File: config.mk
export PLATFORM = sky130hd
export DESIGN_NAME = rxq_trigger_ctrl
export DESIGN_NICKNAME = d
export VERILOG_FILES = /design/src/rtl/rxq_pkg.sv /design/src/rtl/rxq_cfg_reg.sv /design/src/rtl/rxq_fifo.sv /design/src/rtl/rxq_trigger.sv /design/src/rtl/rxq_trigger_ctrl.sv
export SDC_FILE = /design/constraint.sdc
export NUM_CORES = 1
export LEC_CHECK = 0
export BUFFER_PORTS_ARGS = -buffer_cell sky130_fd_sc_hd__buf_2
export CAP_MARGIN = 5
export CORE_ASPECT_RATIO = 0.8
export CORE_MARGIN = 4
export CORE_UTILIZATION = 52
export CTS_CLUSTER_SIZE = 16
export DETAILED_ROUTE_END_ITERATION = 7
export PLACE_DENSITY_LB_ADDON = 0.15
export SLEW_MARGIN = 10
export SYNTH_ARGS = -nofsm -noshare
export SYNTH_HDL_FRONTEND = slang
export SYNTH_SLANG_ARGS = --single-unit
File: constraint.sdc
create_clock -name clk -period 2.7 [get_ports clk]
set_input_delay 0 -clock clk [delete_from_list [all_inputs] [get_ports clk]]
set_output_delay 0 -clock clk [all_outputs]
set_load 0.01 [all_outputs]
File: src/rtl/rxq_pkg.sv
// Shared definitions for the receive FIFO trigger controller.
// The bit positions match the control-register layout that the trigger
// logic and the flush logic decode.
package rxq_pkg;

    typedef enum logic [1:0] {
        TRIG_ONE      = 2'b00,
        TRIG_FOUR     = 2'b01,
        TRIG_EIGHT    = 2'b10,
        TRIG_FOURTEEN = 2'b11
    } trig_sel_e;

    typedef struct packed {
        logic      enable;
        logic      dma_sel;
        trig_sel_e level;
    } rxq_cfg_t;

    localparam int unsigned CFG_BIT_EN    = 0;
    localparam int unsigned CFG_BIT_FLUSH = 1;
    localparam int unsigned CFG_BIT_DMA   = 3;
    localparam int unsigned CFG_LVL_LO    = 6;

    // Maps the threshold code to a byte count.
    function automatic int unsigned trig_threshold(trig_sel_e sel);
        case (sel)
            TRIG_ONE:   return 1;
            TRIG_FOUR:  return 4;
            TRIG_EIGHT: return 8;
            default:    return 14;
        endcase
    endfunction

endpackage

File: src/rtl/rxq_cfg_reg.sv
// Control register of the receive FIFO trigger controller.
// It holds the enable, the DMA select and the threshold code.
// In the cycle of a write it produces a flush pulse when the write either
// carries the flush command or changes the enable.
// Assumes: wdata is meaningful only while wr_en is high.
module rxq_cfg_reg
    import rxq_pkg::*;
(
    input  logic       clk,
    input  logic       rst_n,
    input  logic       wr_en,
    input  logic [7:0] wdata,
    output rxq_cfg_t   cfg,
    output logic       flush_store,
    output logic       flush_overrun
);

    logic enable_flip;
    logic flush_cmd;
    logic unused_wbits;

    // Capture the control fields on every write.
    always_ff @(posedge clk) begin
        if (!rst_n) begin
            cfg <= '0;
        end else if (wr_en) begin
            cfg.enable  <= wdata[CFG_BIT_EN];
            cfg.dma_sel <= wdata[CFG_BIT_DMA];
            cfg.level   <= trig_sel_e'(wdata[CFG_LVL_LO +: 2]);
        end
    end

    // Build the one-cycle flush pulses from the current write.
    always_comb begin
        enable_flip   = wr_en && (wdata[CFG_BIT_EN] != cfg.enable);
        flush_cmd     = wr_en && wdata[CFG_BIT_FLUSH];
        flush_store   = enable_flip || flush_cmd;
        flush_overrun = flush_cmd;
    end

    // Bits 2, 4 and 5 are accepted and discarded.
    assign unused_wbits = ^{wdata[2], wdata[5:4]};

endmodule

File: src/rtl/rxq_fifo.sv
// Byte store with a show-ahead read port.
// A push into a full store is dropped and sets a sticky overrun flag.
// The flush input empties the store and takes priority over a push or a
// pop in the same cycle.
// Assumes: wr_en is already gated by the store enable.
module rxq_fifo #(
    parameter int WIDTH = 8,
    parameter int DEPTH = 16,
    localparam int AW   = (DEPTH > 1) ? $clog2(DEPTH) : 1,
    localparam int CW   = $clog2(DEPTH + 1)
) (
    input  logic             clk,
    input  logic             rst_n,
    input  logic             flush,
    input  logic             ovr_clear,
    input  logic             wr_en,
    input  logic [WIDTH-1:0] wr_data,
    input  logic             rd_en,
    output logic [WIDTH-1:0] rd_data,
    output logic [CW-1:0]    count,
    output logic             overrun
);

    logic [WIDTH-1:0] mem [DEPTH];
    logic [AW-1:0]    wr_ptr;
    logic [AW-1:0]    rd_ptr;
    logic [AW-1:0]    wr_nxt;
    logic [AW-1:0]    rd_nxt;
    logic             full;
    logic             accept;
    logic             take;

    // Select the pointer wrap logic from the depth.
    generate
        if (DEPTH == (1 << AW)) begin : g_pow2_wrap
            assign wr_nxt = wr_ptr + 1'b1;
            assign rd_nxt = rd_ptr + 1'b1;
        end else begin : g_cmp_wrap
            assign wr_nxt = (wr_ptr == AW'(DEPTH - 1)) ? '0 : wr_ptr + 1'b1;
            assign rd_nxt = (rd_ptr == AW'(DEPTH - 1)) ? '0 : rd_ptr + 1'b1;
        end
    endgenerate

    // Decide which transfers happen this cycle.
    always_comb begin
        full   = (count == CW'(DEPTH));
        accept = wr_en && !full;
        take   = rd_en && (count != '0);
    end

    // Write an accepted byte into the storage.
    always_ff @(posedge clk) begin
        if (accept) begin
            mem[wr_ptr] <= wr_data;
        end
    end

    // Advance the pointers and the count; a flush restarts them.
    always_ff @(posedge clk) begin
        if (!rst_n || flush) begin
            wr_ptr <= '0;
            rd_ptr <= '0;
            count  <= '0;
        end else begin
            if (accept) begin
                wr_ptr <= wr_nxt;
            end
            if (take) begin
                rd_ptr <= rd_nxt;
            end
            case ({accept, take})
                2'b10:   count <= count + 1'b1;
                2'b01:   count <= count - 1'b1;
                default: count <= count;
            endcase
        end
    end

    // Keep the sticky overrun flag.
    always_ff @(posedge clk) begin
        if (!rst_n || ovr_clear) begin
            overrun <= 1'b0;
        end else if (wr_en && full && !flush) begin
            overrun <= 1'b1;
        end
    end

    // Show the oldest byte.
    assign rd_data = mem[rd_ptr];

endmodule

File: src/rtl/rxq_trigger.sv
// Compares the store occupancy with the selected threshold and routes
// the result to the interrupt output or to the DMA output.
// Purely combinational, so a request drops in the cycle the count falls.
// Assumes: DEPTH is at least the largest threshold (14).
module rxq_trigger
    import rxq_pkg::*;
#(
    parameter int CW = 5
) (
    input  rxq_cfg_t      cfg,
    input  logic [CW-1:0] count,
    output logic          irq_req,
    output logic          dma_req
);

    logic [CW-1:0] threshold;
    logic          level_hit;
    logic          dma_mode;

    // Compare the count with the threshold and route the result.
    always_comb begin
        threshold = CW'(trig_threshold(cfg.level));
        level_hit = cfg.enable && (count >= threshold);
        dma_mode  = cfg.enable && cfg.dma_sel;
        irq_req   = level_hit && !dma_mode;
        dma_req   = level_hit && dma_mode;
    end

endmodule

File: src/rtl/rxq_trigger_ctrl.sv
// Top of the receive FIFO trigger controller.
// It connects the control register, the byte store and the trigger
// router. Pushes are admitted only while the store is enabled.
// Assumes: one deserializer byte per push_vld cycle.
module rxq_trigger_ctrl
    import rxq_pkg::*;
#(
    parameter int DATA_W = 8,
    parameter int DEPTH  = 16,
    localparam int CNT_W = $clog2(DEPTH + 1)
) (
    input  logic              clk,
    input  logic              rst_n,
    input  logic              cfg_wr,
    input  logic [7:0]        cfg_wdata,
    input  logic              push_vld,
    input  logic [DATA_W-1:0] push_data,
    input  logic              pop_req,
    output logic [DATA_W-1:0] pop_data,
    output logic [CNT_W-1:0]  occupancy,
    output logic              irq_data_avail,
    output logic              dma_req,
    output logic              overrun
);

    rxq_cfg_t cfg;
    logic     flush_store;
    logic     flush_overrun;
    logic     ctl_enable;
    logic     push_gated;

    // Gate the incoming push with the store enable.
    always_comb begin
        ctl_enable = cfg.enable;
        push_gated = push_vld && ctl_enable;
    end

    rxq_cfg_reg i_cfg (
        .clk           (clk),
        .rst_n         (rst_n),
        .wr_en         (cfg_wr),
        .wdata         (cfg_wdata),
        .cfg           (cfg),
        .flush_store   (flush_store),
        .flush_overrun (flush_overrun)
    );

    rxq_fifo #(
        .WIDTH (DATA_W),
        .DEPTH (DEPTH)
    ) i_fifo (
        .clk       (clk),
        .rst_n     (rst_n),
        .flush     (flush_store),
        .ovr_clear (flush_overrun),
        .wr_en     (push_gated),
        .wr_data   (push_data),
        .rd_en     (pop_req),
        .rd_data   (pop_data),
        .count     (occupancy),
        .overrun   (overrun)
    );

    rxq_trigger #(
        .CW (CNT_W)
    ) i_trig (
        .cfg     (cfg),
        .count   (occupancy),
        .irq_req (irq_data_avail),
        .dma_req (dma_req)
    );

endmodule

==> reports/qor.csv, run 1 <==
metric,value,unit
status,finished clean,
wl_per_cell,21.6,um
rr_worst_depth,11,
fin_hold_ws,0.219,ns
drc_errors,0,
grt_pass1_vias,3373,
setup_tns,0,ns
critical_path_class,flop to flop,
synth_cells,330,
setup_viol,0,
hold_end,i_fifo.rd_ptr[1]$_SDFFE_PP0N_,
numCtsBuffers,17,
avgViaCountPerCell,5.69,
firstDrtPassIters,4,
clock_skew,0.00721,ns
synth_warnings,0,
clock-root-buffer,clkbuf_16,
leakage,2.59,nW
mostFrequentLayoutCells,"edfxtp_1 (128), buf_2 (33), nor2_1 (29), buf_4 (26), mux4_1 (24)",
finalCriticalPeriod,2.44,ns
drt-initial-drc-count,203,
slew_headroom,0.522,
mostFrequentLayoutCell,edfxtp_1,
hp-start,pop_req,
ys_seq_area_frac,0.694,
r2r_end,i_fifo.count[4]$_SDFFE_PP0P_,
start_util,0.534,
syn_nets,364,
synth-edff-count,128,
cts_tree,yes,
antenna_left,0,
portBuffers,33,
htree_levels,4,
nNetsFinal,449,
ys_types,37,
ys_seq_elements,150,
core-area,0.0116,sq mm
rsz0062_at_grt,false,
crit_fanout,5,
start_kind,flop,
clk-insertion-delay-late,0.42,ns
min_period_over_period,0.904,
grt_overflow,0,
finalNonFillerCells,576,
syn_avg_cell_area,18.7,sq um
grt_antenna_before_repair,0,
r2r_setup_slack,0.26,ns
vias,3279,
drv_cap,0,
dp_hpwl,7.95,mm
synth_ff_type,edfxtp_1,
fmax,410,MHz
clkTransAtPathRegs,0.06,ns
grt_use_total,0.202,
die_y,105,um
synth_area,0.00617,sq mm
num_rows,35,
grt_start_max_net_pins,33,
gp_congestion,0.777,
io_pins,37,
crit_path_end_kind,flop,
crit_required,3.03,ns
wirelength,12.4,mm
p_per_area,679,mW/mm^2
drive_above_1_share,0.252,
tightest_slew,0.712,ns
synthArstFlopShare,0,
reg2reg_from,i_fifo.count[3]$_SDFFE_PP0P_,
critical_path_arrival,2.77,ns
peakVddDrop,0.441,mV
cts.sinks,150,
area_growth,20.6,%
antennaDiodeCount,0,
maxSlewViolCount,0,
dpl.cell_count,521,
hp-class,input pin to flop,
die_w,130,um
grt_pass1_wl,19.7,mm
die_area,0.0137,sq mm
hold_depth,5,
cts_buffer_depth,2,
hold_violations,0,
## through the flow
stage | utilization | setup slack (ns) | cell area [sq um] | power, mW
floorplan | - | 0.0657 | 6170 | 2.65
global placement | 0.572 | 0.193 | 6620 | 2.72
detailed placement | 0.572 | 0.145 | 6620 | 2.72
CTS | 0.642 | 0.110 | 7420 | 5.09
global route | 0.644 | 0.00000222 | 7440 | 5.22
finish | 0.644 | 0.259 | 7440 | 5.06
## synth_stat cells (all sizes together) (2+ instances only)
cell,count,area (sq um)
edfxtp,128,3840
nor3,5,25.0
xor2,8,70.1
a21oi,6,33.8
nand2,13,48.8
xnor2,2,17.5
mux2i,6,60.1
nor3b,2,15.0
clkbuf,5,18.8
ha,13,163
or3,3,18.8
o21ai,6,30.0
nand2b,5,31.3
a21o,3,22.5
mux4,40,991
nand4,3,18.8
buf,11,92.6
nor2,29,109
nor2b,4,25.0
inv,8,30.0
dfxtp,22,440
## area by class of cell
class,count,area (sq um)
inverter,8,30.0
timing repair buffer,82,601
tap,148,185
sequential,150,4290
multi-input combinational,156,1760
clock inverter,14,158
clock buffer,18,429
fill,836,4120
## how the worst max path moves through the flow
stage / startpoint / end / slack [ns] / cells past startpoint
finish: i_fifo.count[3]$_SDFFE_PP0P_ / i_fifo.count[4]$_SDFFE_PP0P_ / 0.26 / 11
CTS: i_fifo.count[0]$_SDFFE_PP0P_ / i_fifo.count[4]$_SDFFE_PP0P_ / 0.11 / 9
global placement: i_fifo.count[0]$_SDFFE_PP0P_ / i_fifo.count[4]$_SDFFE_PP0P_ / 0.19 / 9
detailed placement: i_fifo.count[0]$_SDFFE_PP0P_ / i_fifo.count[4]$_SDFFE_PP0P_ / 0.15 / 9
floorplan: i_fifo.count[1]$_SDFFE_PP0P_ / i_fifo.count[4]$_SDFFE_PP0P_ / 0.07 / 13
global route: i_fifo.count[3]$_SDFFE_PP0P_ / i_fifo.count[4]$_SDFFE_PP0P_ / 0.000002 / 11
## kinds of logic after synthesis
kind of cell             synth area share
adder cells (fa/ha/maj)            0.0264
AND/OR/NAND/NOR                    0.0515
multiplexers                        0.170
flip-flops                          0.694
buffers and inverters              0.0229
XOR/XNOR                           0.0142
AO/OA/AOI/OAI                      0.0203
## where the power goes
group | switching, mW | internal [mW]
registers | 0.00657 | 2.52
clock network | 0.913 | 1.44
logic | 0.0901 | 0.0838
total | 1.01 | 4.05
## critical path: stages (launching register included)
cell,delay (ns)
dfxtp_1,0.33
nor4_4,0.36
a21oi_2,0.10
inv_1,0.09
ha_2,0.23
xor2_1,0.16
ha_1,0.19
nor2_1,0.06
o32ai_1,0.23
a221oi_1,0.14
or3_1,0.31
a21oi_1,0.15
## state kept, by name (all words and copies together), names as in the netlist, named ones only
name,flops
i_fifo.wr_ptr,4
i_fifo.count,5
i_cfg.cfg,4
i_fifo.overrun,1
i_fifo.mem,128
i_fifo.rd_ptr,4
## per-layer routing
metal,part of all wire,up-vias,track usage
met5,0,-,0
met4,0.018,0,0.0668
met3,0.064,25,0.0618
met2,0.48,102,0.301
met1,0.44,1659,0.285
li1,-,1493,-
## what timing repair did
item / 4_1_cts / 5_1_grt
resized for setup: 0 / 2
hold buffers: 22 / 0
setup endpoints to repair: 0 / 1
buffers inserted: 0 / 1
hold endpoints to repair: 133 / 0
Power figures use the tool's default switching activity.
==> run 2: changes to the inputs <==
==> constraint.sdc (replaced) <==
create_clock -name clk -period 3 [get_ports clk]
set_input_delay 0.3 -clock clk [delete_from_list [all_inputs] [get_ports clk]]
set_output_delay 0.3 -clock clk [all_outputs]
set_load 0.01 [all_outputs]
==> reports/qor.csv, run 2 (same netlist as run 1, synthesis figures left out) <==
metric,value,unit,change
hold_end,i_cfg.cfg[2]$_SDFFE_PN0P_,,
drc_errors,0,,unchanged
grt_pass1_wl,17.9,mm,-9.3%
crit_path_end_kind,output port,,
grt_pass1_vias,3090,,-8.4%
start_util,0.534,,unchanged
reg2reg_from,i_fifo.count[0]$_SDFFE_PP0P_,,
grt_antenna_before_repair,0,,unchanged
dp_hpwl,7.56,mm,-4.9%
p_per_area,628,mW/mm^2,-7.6%
hold_depth,3,,-2
critPathTopFamily,multiplexers,,
nNetsFinal,419,,-6.7%
vias,3028,,-7.7%
fmax,359,MHz,
hold_violations,0,,unchanged
pre_cts_ws,0.356,ns,+0.210 ns
avgViaCountPerCell,5.55,,-2.6%
min_period_over_period,0.928,,
antenna_left,0,,unchanged
crit_fanout,24,,+19
holdBufCountCts,0,,-100%
start_kind,flop,,
postCtsSetupBuffers,0,,unchanged
hp-start,cfg_wdata[3],,
critical_path_class,flop to output port,,
critical_path_arrival,2.49,ns,-0.28 ns
area_growth,16.3,%,
r2r_setup_slack,0.33,ns,+0.07 ns
mostFrequentLayoutCell,edfxtp_1,,
cts_resized,0,,unchanged
numCtsBuffers,17,,unchanged
clk-insertion-delay-late,0.41,ns,about the same
wl_per_cell,20.9,um,-3.3%
hp-class,input pin to flop,,
htree_levels,4,,unchanged
top_register,i_fifo.mem,,
die_w,130,um,unchanged
setup_ws,0.215,ns,-0.0447 ns
cpMaxStageDelayCell,mux4_1,,
grt_use_total,0.182,,-0.0197
peakVddDrop,0.465,mV,+5.5%
maxSlewViolCount,0,,unchanged
antennaDiodeCount,0,,unchanged
critical_path.n_buffers_inverters,2,,+1
clock-root-buffer,clkbuf_16,,
num_rows,35,,unchanged
slowest_delay,0.63,ns,+0.27 ns
finalCriticalPeriod,2.79,ns,
drt-initial-drc-count,234,,+15%
rr_worst_depth,11,,unchanged
clkTransAtPathRegs,0.06,ns,about the same
drv_cap,0,,unchanged
clock_skew,0.00604,ns,-0.00117 ns
power,4.50,mW,-11%
r2r_end,i_fifo.count[4]$_SDFFE_PP0P_,,
leakage,2.47,nW,-4.5%
drive_above_1_share,0.259,,+0.00646
grt_overflow,0,,unchanged
die_area,0.0137,sq mm,unchanged
largest_reg_flops,128,,unchanged
gp_congestion,0.738,,-5.0%
mostFrequentLayoutCells,"edfxtp_1 (128), buf_2 (33), nor2_1 (29), mux4_1 (24)",,
rsz0062_at_grt,false,,
fillCellCount,864,,+3.3%
cts.sinks,150,,unchanged
grt_start_max_net_pins,33,,unchanged
portBuffers,33,,unchanged
setup_viol,0,,unchanged
top_regs,"i_fifo.mem: 128 flops, i_fifo.count: 5 flops",,
wirelength,11.4,mm,-8.4%
worstPathCellList,"buf_12, mux4_1, mux4_2, buf_2",,
crit_required,2.70,ns,-0.33 ns
die_y,105,um,unchanged
firstDrtPassIters,4,,unchanged
tightest_slew,0.842,ns,+0.131 ns
setup_tns,0,ns,unchanged
slew_headroom,0.436,,-0.0855
core-area,0.0116,sq mm,unchanged
cts_buffer_depth,2,,unchanged
cts_tree,yes,,
status,finished clean,,
io_pins,37,,unchanged
==> run 2: changes by cell type in the layout (fill, tap and decap cells not counted), moves of 2 or more <==
cell,change
dlygate4sd3_1,-22
buf_4,-8
inv_4,+5
clkbuf_16,+4
bufinv_16,-3
clkinv_1,-3
clkbuf_8,+2
clkinvlp_4,-2
inv_6,-2
==> run 2: worst max path at each step <==
stage | slack (ns) | cells past startpoint | endpoint | startpoint
final | 0.21 | 4 | pop_data[4] | flop
after global placement | 0.40 | 11 | i_fifo.count[4]$_SDFFE_PP0P_ | i_fifo.count[0]$_SDFFE_PP0P_
after CTS | 0.16 | 4 | pop_data[5] | flop
after floorplan | 0.28 | 13 | i_fifo.count[4]$_SDFFE_PP0P_ | i_fifo.count[1]$_SDFFE_PP0P_
after global routing | 0.12 | 4 | pop_data[5] | flop
after detailed placement | 0.36 | 11 | i_fifo.count[4]$_SDFFE_PP0P_ | i_fifo.count[0]$_SDFFE_PP0P_
==> run 2: cell type report <==
class                           instances  area [sq um]  share of cell area
Multi-Input combinational cell        156          1740               0.243
Tap cell                              148           185              0.0258
Timing Repair Buffer                   52           320              0.0447
Clock inverter                          8          50.0             0.00698
Sequential cell                       150          4290               0.597
Clock buffer                           24           558              0.0778
Inverter                                8          30.0             0.00419
==> run 2: through the flow <==
step                hold WS (ns)  instances  cell area (sq um)   util
floorplan                  0.399        330               6170      -
global placement           0.456        514               6570  0.568
CTS                        0.150        546               7170  0.620
detailed placement         0.478        514               6570  0.568
global route               0.184        546               7170  0.620
finish                     0.165        546               7170  0.620
==> run 2: tightest hold or removal path, stage by stage <==
cell and delay [ns]:
buf_2 0.08, mux2i_1 0.06, nor2b_1 0.10
==> run 2: per-layer routing <==
| layer | GRT usage | share of wire | vias up |
|---|---|---|---|
| met5 | 0 | 0 | - |
| met4 | 0.0512 | 0.010 | 0 |
| met3 | 0.0446 | 0.045 | 9 |
| met2 | 0.256 | 0.46 | 67 |
| met1 | 0.285 | 0.48 | 1520 |
| li1 | - | - | 1432 |
==> run 2: power breakdown <==
part / switching [mW] / total, mW / internal (mW)
clock: 0.794 / 2.10 / 1.31
combinational: 0.0764 / 0.129 / 0.0529
sequential: 0.00724 / 2.28 / 2.27
==> run 3: changes to the inputs <==
==> constraint.sdc (replaced) <==
create_clock -name clk -period 3 [get_ports clk]
set_input_delay 0.3 -clock clk [delete_from_list [all_inputs] [get_ports clk]]
set_output_delay 0.3 -clock clk [all_outputs]
set_load 0.05 [all_outputs]
==> reports/qor.csv, run 3 (same netlist as run 1, synthesis figures left out) <==
metric,value,unit,change
status,finished clean,,
fin_util,0.613,,-0.00747
die_y,105,um,unchanged
grt_overflow,0,,unchanged
avgViaCountPerCell,5.51,,-0.71%
p_per_area,605,mW/mm^2,-3.6%
die_area,0.0137,sq mm,unchanged
rr_worst_depth,11,,unchanged
numCtsBuffers,17,,unchanged
seqCellArea,0.00429,sq mm,about the same
grt_antenna_before_repair,0,,unchanged
fin_hold_ws,0.154,ns,-0.0116 ns
slowest_delay,0.66,ns,+0.03 ns
grt_pass1_wl,16.9,mm,-5.6%
leakage,2.42,nW,-2.1%
cts_tree,yes,,
tightest_slew,0.734,ns,-0.109 ns
finalCriticalPeriod,2.68,ns,-0.110 ns
peakVddDrop,0.707,mV,+52%
hold_end,i_cfg.cfg[1]$_SDFFE_PN0P_,,
mostFrequentLayoutCell,edfxtp_1,,
fin_area,0.00709,sq mm,-1.2%
largest_reg_flops,128,,unchanged
die_w,130,um,unchanged
io_pins,37,,unchanged
setup_tns,0,ns,unchanged
hp-class,input pin to flop,,
clkTransAtPathRegs,0.06,ns,about the same
multi_input_area,0.00174,sq mm,unchanged
r2r_end,i_fifo.count[4]$_SDFFE_PP0P_,,
num_rows,35,,unchanged
dpl.cell_count,513,,-0.19%
wl_per_cell,19.5,um,-6.5%
grt_pass1_vias,2915,,-5.7%
finalNonFillerCells,545,,-0.18%
cts_resized,0,,unchanged
cts.sinks,150,,unchanged
clock_skew,0.00594,ns,-0.000106 ns
pwr-share-seq,0.530,,+0.025
firstDrtPassIters,5,,+1
crit_fanout,32,,+33%
clock-root-buffer,clkbuf_16,,
cts_buffer_depth,2,,unchanged
hp-start,cfg_wdata[7],,
antennaDiodeCount,0,,unchanged
mostFrequentLayoutCells,"edfxtp_1 (128), buf_2 (33), nor2_1 (29), mux4_1 (24), dfxtp_1 (20)",,
drv_cap,0,,unchanged
gp_congestion,0.736,,-0.37%
antenna_left,0,,unchanged
area_growth,14.9,%,
start_util,0.534,,unchanged
holdBufCountCts,0,,unchanged
pwr-share-clk,0.436,,-0.030
r2r_setup_slack,0.34,ns,about the same
core-area,0.0116,sq mm,unchanged
top_regs,"i_fifo.mem: 128 flops, i_fifo.count: 5 flops",,
setup_viol,0,,unchanged
worstPathCellList,"buf_12, mux4_1, mux4_2, buf_2",,
internal-power,3.44,mW,-5.2%
wirelength,10.6,mm,-6.7%
clk-insertion-delay-late,0.41,ns,about the same
drc_errors,0,,unchanged
hold_depth,3,,unchanged
hold_violations,0,,unchanged
placed_area,0.00656,sq mm,about the same
postCtsSetupBuffers,0,,unchanged
nNetsFinal,418,,-0.24%
maxSlewViolCount,0,,unchanged
crit_required,2.70,ns,about the same
top_register,i_fifo.mem,,
htree_levels,4,,unchanged
drt-initial-drc-count,353,,+51%
drive_above_1_share,0.249,,-0.00942
grt_start_max_net_pins,33,,unchanged
power,4.29,mW,-4.7%
slew_headroom,0.509,,+0.0727
cpMaxStageDelayCell,mux4_1,,
rsz0062_at_grt,false,,
setup_ws,0.325,ns,+0.110 ns
fmax,374,MHz,+4.1%
vias,3001,,-0.89%
p_sw,852,uW,-2.8%
start_kind,flop,,
reg2reg_from,i_fifo.count[1]$_SDFFE_PP0P_,,
grt_use_total,0.169,,-0.0125
min_period_over_period,0.892,,-0.0368
p_sw_frac,0.199,,+0.00385
dp_hpwl,7.09,mm,-6.3%
critical_path_class,flop to output port,,
combPwrFrac,0.034,,+0.005
pre_cts_ws,0.398,ns,+0.0422 ns
portBuffers,33,,unchanged
fillCellCount,870,,+0.69%
critical_path_arrival,2.38,ns,-0.11 ns
crit_path_end_kind,output port,,
run 3: routing by layer:
layer,global-route usage,vias to the layer above,share of wire
met3,0.0527,10,0.048
met2,0.217,55,0.42
met1,0.276,1507,0.52
li1,-,1429,-
met4,0.0512,0,0.013
met5,0,-,0
run 3: cell type report:
| class | count | share of cell area |
|---|---|---|
| Inverter | 8 | 0.00424 |
| Tap cell | 148 | 0.0261 |
| Clock buffer | 24 | 0.0680 |
| Sequential cell | 150 | 0.605 |
| Clock inverter | 8 | 0.00653 |
| Multi-Input combinational cell | 156 | 0.246 |
| Timing Repair Buffer | 51 | 0.0441 |
run 3: critical path: cells and delay by family (launching register included):
family	cells	cell delay, ns
mux	2	1.15
buf+inv	2	0.48
flops	1	0.34
run 3: how the worst max path moves through the flow:
stage                     slack, ns                      endpoint                    startpoint  cells past startpoint
after floorplan               0.003  i_fifo.count[4]$_SDFFE_PP0P_  i_fifo.count[2]$_SDFFE_PP0P_                     11
after global placement         0.46  i_fifo.count[4]$_SDFFE_PP0P_  i_fifo.count[1]$_SDFFE_PP0P_                     11
after CTS                      0.29                   pop_data[2]                          flop                      4
after global routing           0.11  i_fifo.count[4]$_SDFFE_PP0P_  i_fifo.count[1]$_SDFFE_PP0P_                     11
final                          0.32                   pop_data[2]                          flop                      4
after detailed placement       0.40  i_fifo.count[4]$_SDFFE_PP0P_  i_fifo.count[1]$_SDFFE_PP0P_                     11
run 3: power groups by stage:
stage	clock (mW)	combinational [mW]	sequential (mW)
3_3_place_gp	0	0.141	2.32
2_1_floorplan	0	0.0845	2.32
3_5_place_dp	0	0.146	2.32
5_1_grt	2.02	0.161	2.27
4_1_cts	1.90	0.146	2.28
6_report	1.87	0.145	2.28
